**src/rtl/escan_launch_chain.sv**
```systemverilog
module escan_launch_chain #(
  parameter int N = 8
) (
  input  logic         clk,
  input  logic         rst_n,
  input  logic         scan_en,
  input  logic         scan_in,
  input  logic         capture,
  input  logic         park,
  input  logic         launch,
  input  logic [N-1:0] resp_in,
  output logic         scan_out,
  output logic [N-1:0] drive_out
);

  logic [N-1:0] chain;
  logic [N-1:0] hold;
  logic         open_w;

  assign open_w = park | launch;

  always_ff @(posedge clk) begin
    if (!rst_n) begin
      chain <= '0;
      hold  <= '0;
    end else begin
      if (scan_en)      chain <= {chain[N-2:0], scan_in};
      else if (capture) chain <= resp_in;
      if (open_w)       hold  <= chain;
    end
  end

  assign scan_out  = chain[N-1];
  assign drive_out = open_w ? chain : hold;

  p_shift_r2: assert property (@(posedge clk) disable iff (!rst_n)
    scan_en |=> (chain[0] == $past(scan_in)) && (chain[N-1:1] == $past(chain[N-2:0])));

  p_stable_r3: assert property (@(posedge clk) disable iff (!rst_n)
    (!park && !launch && $past(!park && !launch)) |-> $stable(drive_out));

  p_store_r5: assert property (@(posedge clk) disable iff (!rst_n)
    (park || launch) |=> (park || launch || drive_out == $past(chain)));

  p_capture_r6: assert property (@(posedge clk) disable iff (!rst_n)
    (capture && !scan_en) |=> chain == $past(resp_in));

  p_prio_r7: assert property (@(posedge clk) disable iff (!rst_n)
    (capture && scan_en) |=> chain[0] == $past(scan_in));

endmodule

```
**config.mk**
```make
export PLATFORM = sky130hd
export DESIGN_NAME = escan_launch_chain
export DESIGN_NICKNAME = d
export VERILOG_FILES = /design/src/rtl/escan_launch_chain.sv
export SDC_FILE = /design/constraint.sdc
export NUM_CORES = 1
export LEC_CHECK = 0
export BUFFER_PORTS_ARGS = -buffer_cell sky130_fd_sc_hd__buf_2
export CORE_UTILIZATION = 51
export CTS_CLUSTER_SIZE = 10
export DETAILED_ROUTE_END_ITERATION = 8
export GPL_ROUTABILITY_DRIVEN = 0
export PLACE_DENSITY = 0.81
export RECOVER_POWER = 50
export SLEW_MARGIN = 20
export SYNTH_ARGS = -nofsm -noshare
export SYNTH_HDL_FRONTEND = slang
export SYNTH_SLANG_ARGS = --single-unit
export TNS_END_PERCENT = 30
```
**constraint.sdc**
```tcl
create_clock -name clk -period 2.6 [get_ports clk]
set_input_delay 0.13 -clock clk [delete_from_list [all_inputs] [get_ports clk]]
set_output_delay 0.13 -clock clk [all_outputs]
set_load 0.005 [all_outputs]
```
* Word-level counts from Yosys, hierarchy flattened
Cells that the tools add are included.
Word-level totals: register bits 16, bits of input ports 15, output and inout port bits 9, logic and storage cells 7
Cells by class: mux-type cells 3, bitwise logic cells 1, reduce and logical (&&, ||, !) cells 1
Operators by type and width (count):
- $mux 8 | 3
- $reduce_bool 2->1 | 1
- $or 1x1->1 | 1

* Depth between registers and ports, before layout
Gate-level depths: netlist (run 1).
depth in word-level cells 2, mapped depth 3, mapped depth without buffers 2

* Least setup slack after synthesis (run 1)
OpenSTA, ideal clock, no wires.
path type register to output, start reg hold[0], end out drive_out[0], arrival 799 ps, data required time 2470 ps, slack 1671 ps, cell stages (with the launch flop) 3, buffers on the path 0, cell sequence dfxtp_1 > or3b_2 > nand2_1
Between the ends: cells in the longest elaborated chain, start to end 1
Ends and longest elaborated chain:
- start, declared | line 17 | logic [N-1:0] hold;
- start signal, assigned | line 29 | if (open_w) hold <= chain;
- $mux 8
- end, declared | line 13 | output logic [N-1:0] drive_out
Every way passes these cells.

* Worst setup path in the final report (run 1)
Same ends and word-level chain as after synthesis.

==> flow_results.org, run 1 <==
** Run status
- Run status :: finished, final reports clean

** STA
- Static timing analysis puts the maximum clock frequency at 0.7478 GHz.
- Setup repair after global routing left no endpoint under its margin.
- Dividing the final minimum period by the clock period gives 51.43%.
- The count of endpoints failing hold in the final timing report came to 0.
- Final setup TNS :: 0 ns
- At the pin with the least slew margin, the transition time is 0.4949 ns.
- Post-layout minimum cycle time :: 1.337 ns
- The total count of max-transition violations in the final report was 0.
- Setup-failing EPs final :: 0
- Across the routed clock network, the largest skew measured is 0.005724 ns.
- Worst setup margin :: 1.263 ns
- Worst relative slew slack :: 66.97%

** GRT
- Total routing usage reported by global routing :: 19.48%
- Entering global routing, the biggest net connects 17 pins.
- Total global routing overflow :: 0
- Number of global-route vias before repair :: 487
- Antenna violations before repair :: 0
- First-pass GRT wire length :: 2042 um

** Route
- For this run, the detailed router's first-pass iteration total came to 4.
- Count of antenna-violating nets left after detailed routing :: 0
- Total length of routed wires :: 1322 um
- Detailed router's first-iteration violation count :: 12
- Routed via count :: 626
- Dividing the detail-routed via count by the number of cells gives 5.443.
- Average wire length per cell after detail routing :: 11.50 um
- DRC violation count after routing :: 0

** Critical path
- The worst register-to-register path ends at hold[1].
- Slowest Stage Delay on Critical Path :: 0.45 ns
- Reg2reg setup slack :: 1.63 ns
- In this run the worst path has a maximum fanout of 2.
- STA classifies the critical path endpoint as an output pin.
- Data arrives at the worst endpoint at 1.21 ns.
- By startpoint and endpoint, the worst setup path is classified as flip-flop to output pin.
- End point of the critical path :: drive_out[0]
- Crit path required time :: 2.47 ns
- The startpoint identified for the worst register-to-register timing path is hold[1].
- Measured in cells, the most critical reg-to-reg path has a length of 2.
- Slowest stage cell, crit path :: sky130_fd_sc_hd__or3b_2
- Launch point of the critical path :: hold[0]
- Ordered list of cells on the worst path :: or3b_2 -> nand2_1 -> buf_2
- STA classifies the critical path startpoint as a flip-flop.

** Floorplanning
- Floorplan die height :: 39.66 um
- The die covers 1573 um^2.
- The floorplan step set the die width to 39.66 um.
- Effective utilization at floorplan :: 54.89%
- Floorplan Core Area :: 1318 um^2
- Num ports :: 24
- Number of rows in the core area :: 13

** Place
- DP Wirelength :: 954.1 um
- Pre-CTS WS :: 1.507 ns
- Port bufs :: 23

** Synthesis
- Number of instances in the synthesized netlist :: 78
- Number of register bits inferred by synthesis :: 16
- Post-synthesis net count :: 93
- Synthesized area :: 723.2 um^2
- Fraction of synthesized cell area taken by the top area cell type :: 44.29%
- Total number of yosys warnings :: 0
- Number of distinct standard cells referenced by the synthesized netlist :: 14
- Mapped Avg Cell Area :: 9.272 um^2
- Synth top area cells :: sky130_fd_sc_hd__dfxtp_1 44%, sky130_fd_sc_hd__mux2i_1 11%, sky130_fd_sc_hd__a211oi_1 8.3%
- Dominant cell type by area after synthesis :: sky130_fd_sc_hd__dfxtp_1
- Sequential cells were found to cover 44.29% of the synthesized design area.

** CTS
- Hold repair after CTS inserted 0 buffers.
- Clock transition at the register clock pins on the worst setup and hold paths after CTS :: 0.08 ns
- Max Buffers Root-to-Sink :: 2
- Post-CTS timing repair inserted 0 buffers for setup.
- Latest clock arrival within the worst-skew pair :: 0.28 ns
- CTS built an H-tree with a depth of 1.
- Sinks on Clock Net :: 16
- CTS tree :: yes
- Post-CTS sizing :: 0
- Clock tree synthesis inserted a total of 3 buffers.
- Root buffer cell :: sky130_fd_sc_hd__clkbuf_4

** Hold path
- In this run the worst hold path is classified as primary input to flip-flop.
- Hold Path Stages :: 3

** Finish
- Compared with the post-synthesis result, the final layout area differs by 18.17%.
- Cells with a size suffix above 1 make up 28.00% of the layout.
- The number of antenna diodes in the final layout is 0.
- Nets :: 117

** Pwr
- Cell leakage power :: 0.4097 nW
- VDD IR-drop max :: 312.1 uV
- Dividing total power by cell area gives a power density of 545.4 nW/um^2.

** Run
- Max cap viols :: 0
-- cells by family (layout without fill, tap and decap cells) --
family	count (synthesis)	count (layout)	share of synthesized area, %
AO/OA/AOI/OAI	24	24	19.38
buffers and inverters	6	28	4.497
flip-flops	16	16	44.29
multiplexers	8	8	11.07
AND/OR/NAND/NOR	24	24	20.76
-- synthesized netlist by cell type (all sizes together) --
library cell	number
a211oi	8
or3b	8
clkbuf	2
nor2b	8
mux2i	8
o21ai	8
buf	2
a21oi	8
dfxtp	16
inv	2
nand2	8
-- area by class of cell --
cell class                      count  area [um^2]
Fill cell                         122        462.9
Multi-Input combinational cell     56        370.4
Sequential cell                    16        320.3
Timing Repair Buffer               23        115.1
Clock buffer                        3        22.52
Tap cell                           15        18.77
Inverter                            2        7.507
-- through the flow --
step | power [mW] | utilization [%] | hold slack (ns) | std cells | cell area (um^2)
floorplan | 0.3167 | - | 0.3209 | 78 | 723.2
global placement | 0.3430 | 63.15 | 0.4343 | 112 | 832.0
detailed placement | 0.3453 | 63.15 | 0.4395 | 112 | 832.0
CTS | 0.4693 | 64.86 | 0.1363 | 115 | 854.6
global route | 0.4925 | 64.86 | 0.1785 | 115 | 854.6
finish | 0.4661 | 64.86 | 0.1424 | 115 | 854.6
-- registers in the layout, indices dropped and copies added (netlist names) --
name / count
chain: 8
hold: 8
-- where the power goes --
part           switching (mW)  leakage (nW)  total [mW]  internal (mW)
clock                  0.0731        0.0138       0.127         0.0538
combinational          0.0361         0.264      0.0710         0.0350
sequential            0.00816         0.132       0.268          0.260
total                   0.117         0.410       0.466          0.349
-- metal layers --
layer  vias up  wire length, um  GRT usage [%]
li1        328                -              -
met1       270              688          27.62
met2        23              538          27.46
met5         -                0              0
met4         0               32          10.34
met3         5               63          3.409
-- cells in the final DEF (no fill, tap or decap), drive strengths merged --
| cell | count |
|---|---|
| dfxtp | 16 |
| buf | 23 |
| or3b | 8 |
| o21ai | 8 |
| mux2i | 8 |
| nand2 | 8 |
| a211oi | 8 |
| clkbuf | 3 |
| nor2b | 8 |
| inv | 2 |
| a21oi | 8 |
-- worst min path at each step --
stage                 start  endpoint  slack, ns
CTS                 scan_in  chain[0]       0.14
detailed placement  scan_in  chain[0]       0.44
finish              scan_in  chain[0]       0.14
floorplan           scan_in  chain[0]       0.32
global placement    scan_in  chain[0]       0.43
global route        scan_in  chain[0]       0.18
-- worst max-delay path, delay by kind of cell, from the launching register on --
kind	cells	cell delay (ns)
DFF	1	0.31
buffers and inverters	1	0.10
and+or+nand+nor	2	0.51
(Power assumes the default switching activity.)
==> run 2, diff against run 1 <==
--- a/config.mk
+++ b/config.mk
@@ -6,11 +6,11 @@
 export NUM_CORES = 1
 export LEC_CHECK = 0
 export BUFFER_PORTS_ARGS = -buffer_cell sky130_fd_sc_hd__buf_2
-export CORE_UTILIZATION = 51
+export CORE_UTILIZATION = 43
 export CTS_CLUSTER_SIZE = 10
 export DETAILED_ROUTE_END_ITERATION = 8
 export GPL_ROUTABILITY_DRIVEN = 0
-export PLACE_DENSITY = 0.81
+export PLACE_DENSITY = 0.72
 export RECOVER_POWER = 50
 export SLEW_MARGIN = 20
 export SYNTH_ARGS = -nofsm -noshare
==> constraint.sdc (replaced) <==
create_clock -name clk -period 1.14 [get_ports clk]
set_input_delay 0.057 -clock clk [delete_from_list [all_inputs] [get_ports clk]]
set_output_delay 0.057 -clock clk [all_outputs]
set_load 0.005 [all_outputs]
==> run 2 against run 1 <==
  * The flow now finishes with violations (setup timing)
  * Clock power rose to 2.9 times the previous value
  * Combinational power up 140%
  * Total power up 150%
  * Count of clock-buffer cells in the layout up 1
  * Core utilization down 7.4 points
  * Non-clock buffer count unchanged
  * Critical path depth unchanged
  * Critical path type unchanged
  * Critical endpoint is now drive_out[2]
==> flow_results.org, run 2 (synthesis gave the netlist of run 1 again) <==
** CTS
- After clock tree synthesis, the clock-pin slew on the worst setup and hold paths is 0.09 ns.
- Deepest level of the CTS H-tree :: 1
- TritonCTS built the clock tree.
- Latest clock arrival within the worst-skew pair :: 0.28 ns
- No sink is reached through more buffers than the 2 on the longest clock path.
- Root buffer cell :: sky130_fd_sc_hd__clkbuf_4
- Buffers inserted to repair hold after CTS numbered 0.
- TritonCTS created 3 clock buffers.
- Post-CTS timing repair inserted 0 buffers for setup.
- Sinks on Clock Net :: 16

** STA
- Across all hold checks on the routed design, the worst slack comes to 0.05855 ns.
- Counting I/O delays and the setup requirement, the final critical path takes 1.186 ns.
- Between clock sinks in the finished design, the worst skew comes to 0.001385 ns.
- The worst pin sits at a relative slew slack of 66.75%.
- Worst setup margin :: -0.04580 ns
- Setup repair after global routing could not meet its margin everywhere.
- Achievable frequency :: 0.8433 GHz
- Number of pins with negative max-slew slack in the final report :: 0
- Setup violations remaining at the end of the flow were counted as 8.
- Final critical-path share of the clock period :: 104.0%
- For the pin with the worst max-slew slack, the measured transition is 0.4983 ns.
- Setup total negative slack on the finished layout was measured at -0.2952 ns.
- Number of endpoints with negative hold slack in the final report :: 0

** Floorplanning
- In this run the horizontal extent of the chip is 43.01 um.
- Floorplan die height :: 43.01 um
- Num ports :: 24
- Effective utilization at floorplan :: 46.92%
- The region available for standard cell placement spans 1541 um^2.
- Area of the die :: 1850 um^2
- Number of rows in the core area :: 14

** Route
- Average wire length per cell after detail routing :: 11.70 um
- The detailed router finished its first iteration with 7 violations.
- The final layout contains routed wiring with a total length of 1369 um.
- The first detailed-routing pass ran for 3 iterations.
- Count of antenna-violating nets left after detailed routing :: 0
- DRC violation count after routing :: 0
- Via density :: 5.171
- Across all layers, the routed design uses 605 vias.

** Critical path
- Critical path launch point type :: flip-flop
- At the worst endpoint, the arrival time is 1.13 ns.
- Critical register-to-register path startpoint :: hold[2]
- STA puts the critical path data required time at 1.08 ns.
- Launch point of the critical path :: hold[2]
- Start-to-end type of the worst setup path :: flip-flop to output pin
- Kind of end point of the critical path :: output pin
- Largest fanout on the critical path :: 2

** Finish
- The top cell types in the final layout, fill and taps aside, are 23 x sky130_fd_sc_hd__buf_2, 15 x sky130_fd_sc_hd__dfxtp_1.
- Core Util, Final :: 57.47%
- Largest registers in the final layout :: chain (8), hold (8)
- Antenna Diode Count :: 0
- Most frequent standard cell in the layout excluding fill and tap cells :: sky130_fd_sc_hd__buf_2
- Combined flip-flop and latch cell area :: 321.6 um^2
- Post-route design area :: 885.9 um^2
- The area growth from synthesis to layout is 22.49%.
- Counting the fill cells in the layout gives 148.
- Multi-input gate area :: 385.4 um^2
- Nets :: 117
- Of the cells placed in the final design, the portion with a size suffix greater than 1 is 33.66%.

** Hold path
- The startpoint identified for the worst hold timing path is scan_in.
- Worst hold-check path type :: primary input to flip-flop

** Place
- DP Wirelength :: 934.9 um
- In this run the tool buffered the top-level ports with 23 buffer cells.
- DP Area :: 833.3 um^2

** Run status
- The flow ran to the end, but the final reports show violations.
- Violated checks :: setup timing

** Pwr
- For this design the static power due to leakage is 0.4236 nW.
- The design draws 1.147 mW.
- Across the VDD grid, the largest voltage drop is 569.9 uV.
- Power density cells :: 1295 nW/um^2

** GRT
- Largest net degree at the start of global routing :: 17
- In the global route stage, overall resource usage came out at 17.56%.
- The initial antenna violation count came to 0.
- For this run the aggregate overflow at the end of global routing stands at 0.
- The via count of the first global-routing pass is 508.
- The first global-routing pass estimated 2352 um of wire.

** Run
- Max cap viols :: 0
run 2: cell count changes in the layout (fill, tap and decap cells not counted):
cell | before | now
sky130_fd_sc_hd__clkbuf_8 | 0 | 1
sky130_fd_sc_hd__dfxtp_1 | 16 | 15
sky130_fd_sc_hd__dfxtp_2 | 0 | 1
sky130_fd_sc_hd__nand2_1 | 8 | 6
sky130_fd_sc_hd__nand2_2 | 0 | 2
sky130_fd_sc_hd__or3b_1 | 6 | 4
sky130_fd_sc_hd__or3b_2 | 2 | 0
sky130_fd_sc_hd__or3b_4 | 0 | 4
run 2: report_power, final:
group          switching (mW)  internal [mW]  total, mW
registers              0.0188          0.593      0.612
clock network           0.174          0.194      0.368
logic                  0.0842         0.0830      0.167
total                   0.277          0.870       1.15
run 2: worst max-delay path, cell delays in order, from the launching register on:
cell and delay [ns]:
sky130_fd_sc_hd__dfxtp_1 0.32, sky130_fd_sc_hd__or3b_4 0.37, sky130_fd_sc_hd__nand2_2 0.06, sky130_fd_sc_hd__buf_2 0.10
run 2: stage by stage:
stage	std cells	setup slack, ns
2_1_floorplan	78	0.2380
3_3_place_gp	113	0.1955
3_5_place_dp	113	0.1819
4_1_cts	117	-0.05844
5_1_grt	117	-0.1343
6_report	117	-0.04580
run 2: layout make-up:
cell class,count,area share (%)
clock buffers,4,4.096
inverters,2,0.8475
multi-input cells,56,43.50
flip-flops and latches,16,36.30
well taps,16,2.260
repair buffers,23,12.99
run 2: worst paths after layout:
kind                            slack, ns            to  cells past startpoint
worst min register to register       0.54      chain[6]                      2
worst max-delay path                -0.05  drive_out[2]                      3
worst min-delay path                 0.06      chain[0]                      3
worst max register to register       0.26       hold[2]                      2
run 2: metal layers:
| layer | track usage [%] | wire, um | up-vias | share of wire (%) |
|---|---|---|---|---|
| li1 | - | - | 324 | - |
| met1 | 25.59 | 733 | 262 | 54 |
| met2 | 21.82 | 557 | 17 | 41 |
| met3 | 5.532 | 65 | 2 | 4.7 |
| met4 | 10.91 | 12 | 0 | 0.88 |
| met5 | 0 | 0 | - | 0 |
run 2: what timing repair did:
action,in CTS,in global routing
pin swaps,0,0
endpoints found under the setup margin,8,8
gates resized for setup,2,5
==> run 3, diff against run 2 <==
--- a/config.mk
+++ b/config.mk
@@ -6,11 +6,12 @@
 export NUM_CORES = 1
 export LEC_CHECK = 0
 export BUFFER_PORTS_ARGS = -buffer_cell sky130_fd_sc_hd__buf_2
-export CORE_UTILIZATION = 43
+export CORE_UTILIZATION = 51
+export CTS_CLUSTER_DIAMETER = 30
 export CTS_CLUSTER_SIZE = 10
 export DETAILED_ROUTE_END_ITERATION = 8
 export GPL_ROUTABILITY_DRIVEN = 0
-export PLACE_DENSITY = 0.72
+export PLACE_DENSITY = 0.81
 export RECOVER_POWER = 50
 export SLEW_MARGIN = 20
 export SYNTH_ARGS = -nofsm -noshare
==> constraint.sdc (replaced) <==
create_clock -name clk -period 1.45 [get_ports clk]
set_input_delay 0.0725 -clock clk [delete_from_list [all_inputs] [get_ports clk]]
set_output_delay 0.0725 -clock clk [all_outputs]
set_load 0.005 [all_outputs]
==> run 3 against run 2 <==
  * The flow now finishes without violations
  * Combinational power decreased by 24%
  * Critical path depth unchanged
  * Clock skew increased by 0.0032 ns
  * Cell count decreased by 1.7%
  * Die area decreased by 15%
  * Highest routed layer unchanged
  * Sequential power decreased by 21%
  * Sequential share of layout area increased by 1.2 points
  * Count of clock-buffer cells in the layout decreased by 1
  * Via count increased by 2.1%
  * Hold slack improved by 0.033 ns
==> flow_results.org, run 3 (synthesis gave the netlist of run 1 again) <==
** Finish
- Most frequent standard cell in the layout excluding fill and tap cells :: sky130_fd_sc_hd__buf_2
- 0 antenna diodes ended up in the layout.
- The top cell types in the final layout, fill and taps aside, are 23 x sky130_fd_sc_hd__buf_2, 16 x sky130_fd_sc_hd__dfxtp_1.
- Post-route design area :: 854.6 um^2
- Filler-free cell count of the finished design :: 115
- Nets :: 117
- At the end of the flow the core is filled with cells to 64.86%.
- Largest registers in the final layout :: chain (8), hold (8)
- Ratio of cells with drive above 1 in the final layout :: 28.00%
- The area growth from synthesis to layout is 18.17%.
- Fillers :: 122

** CTS
- The number of gates resized after CTS was 0.
- Latest clock arrival within the worst-skew pair :: 0.28 ns
- CTS tree :: yes
- Clock-pin slew was measured on the worst setup and hold paths at 0.08 ns.
- Number of clock buffers inserted by TritonCTS :: 3
- The clock passes through at most 2 buffers.
- Post-CTS setup-driven buffer insertion count :: 0
- Hold-fix buffers at CTS :: 0
- Clock tree synthesis selected as its root buffer the cell sky130_fd_sc_hd__clkbuf_4.
- Deepest level of the CTS H-tree :: 1
- Sinks on Clock Net :: 16

** Floorplanning
- The die is 39.66 um tall.
- Die span in x :: 39.66 um
- Floorplan Core Area :: 1318 um^2
- Effective utilization at floorplan :: 54.89%
- Num ports :: 24
- The floorplan has 13 rows.
- Area of the die :: 1573 um^2

** STA
- Final setup TNS :: 0 ns
- Based on the critical path, the design can be clocked at up to 0.7859 GHz.
- For the final database, setup skew stands at 0.004631 ns.
- After layout, the worst path uses 87.75% of the clock period.
- Worst hold slack :: 0.09139 ns
- The smallest clock period supported by the final layout is computed as 1.272 ns.
- Setup-failing EPs final :: 0
- Transition at the pin with the smallest max-transition slack :: 0.4920 ns
- Number of pins with negative max-slew slack in the final report :: 0
- Measured against its own limit, the worst slew margin works out to 67.16%.
- The count of endpoints failing hold in the final timing report came to 0.
- Unrepaired setup endpoints after global routing :: no
- Worst setup margin :: 0.1776 ns

** GRT
- For this run, the total global-route usage over all layers was measured as 19.43%.
- The first global-routing pass estimated 1973 um of wire.
- Number of global-route vias before repair :: 500
- Largest net degree at the start of global routing :: 17
- The initial antenna violation count was 0.
- GRT met2 Usage :: 28.69%
- In the global route stage, met1 resource usage came out at 25.35%.
- Total global routing overflow :: 0
- Global routing used 3.409% of the available met3 tracks.
- met2 is the most crowded layer.

** Route
- Dividing the detail-routed wire length by the instance count gives 11.53 um.
- Detailed routing inserted a total of 618 vias.
- Once detail routing completed, the nets flagged for antenna violations numbered 0.
- Total length of routed wires :: 1326 um
- The first detailed-routing pass ran for 4 iterations.
- Detailed router's first-iteration violation count :: 6
- After detailed routing, the number of vias per cell comes to 5.374.
- DRC violation count after routing :: 0

** Critical path
- STA classifies the critical path startpoint as a flip-flop.
- STA puts the critical path data required time at 1.38 ns.
- Largest fanout on the critical path :: 2
- Counting cells, the worst reg-to-reg path comes to 2.
- Start-to-end type of the worst setup path :: flip-flop to output pin
- STA classifies the critical path endpoint as an output pin.
- Data on the critical path arrives at its endpoint at 1.20 ns.

** Place
- Once detailed placement completed, the half-perimeter wirelength came to 961.9 um.
- OpenSTA, run right after detailed placement, puts the worst setup slack at 0.4750 ns.
- During placement, the flow inserted port buffers numbering 23.
- After detailed placement, the total cell area comes to 832.0 um^2.
- Once placement completed, the tool counted placed cells totaling 112.

** Run status
- Run status :: finished, final reports clean

** Pwr
- VDD sags by at most 500.3 uV.
- Power density cells :: 971.9 nW/um^2
- Power comes to 830.6 uW.
- For this design the static power due to leakage is 0.4097 nW.

** Run
- The tool flagged a number of max-cap violations equal to 0.

** Hold path
- Hold Path Stages :: 3
- Worst hold-check path type :: primary input to flip-flop
==> run 3: cell types whose count changed in the layout (fill, tap and decap cells not counted) <==
cell / previous run / this run
sky130_fd_sc_hd__dfxtp_2: 1 / 0
sky130_fd_sc_hd__or3b_1: 4 / 6
sky130_fd_sc_hd__or3b_4: 4 / 0
sky130_fd_sc_hd__nand2_1: 6 / 8
sky130_fd_sc_hd__or3b_2: 0 / 2
sky130_fd_sc_hd__dfxtp_1: 15 / 16
sky130_fd_sc_hd__nand2_2: 2 / 0
sky130_fd_sc_hd__clkbuf_8: 1 / 0
==> run 3: worst paths after layout <==
check	from	endpoint	slack (ns)
hold reg to reg	chain[5]	chain[6]	0.54
hold / removal	scan_in	chain[0]	0.09
setup / recovery	hold[1]	drive_out[1]	0.18
setup reg to reg	hold[0]	hold[0]	0.49
==> run 3: routing by layer <==
layer | wire length (um) | up-vias | share of wire (%)
met5 | 0 | - | 0
met4 | 15 | 0 | 1.1
met3 | 58 | 2 | 4.4
met2 | 590 | 15 | 44
met1 | 661 | 276 | 50
li1 | - | 325 | -
==> run 3: where the power goes <==
part	switching [mW]	internal (mW)
combinational	0.0641	0.0627
clock	0.127	0.0962
sequential	0.0146	0.466
==> run 3: worst max-delay path: stages (launching register included) <==
cell                      delay (ns)
sky130_fd_sc_hd__dfxtp_1        0.31
sky130_fd_sc_hd__or3b_2         0.45
sky130_fd_sc_hd__nand2_1        0.07
sky130_fd_sc_hd__buf_2          0.10
==> run 3: layout make-up <==
type,count,area (um^2),area share [%]
Sequential cell,16,320.3,37.48
Tap cell,15,18.77,2.196
Multi-Input combinational cell,56,370.4,43.34
Clock buffer,3,22.52,2.635
Timing Repair Buffer,23,115.1,13.47
Inverter,2,7.507,0.8785
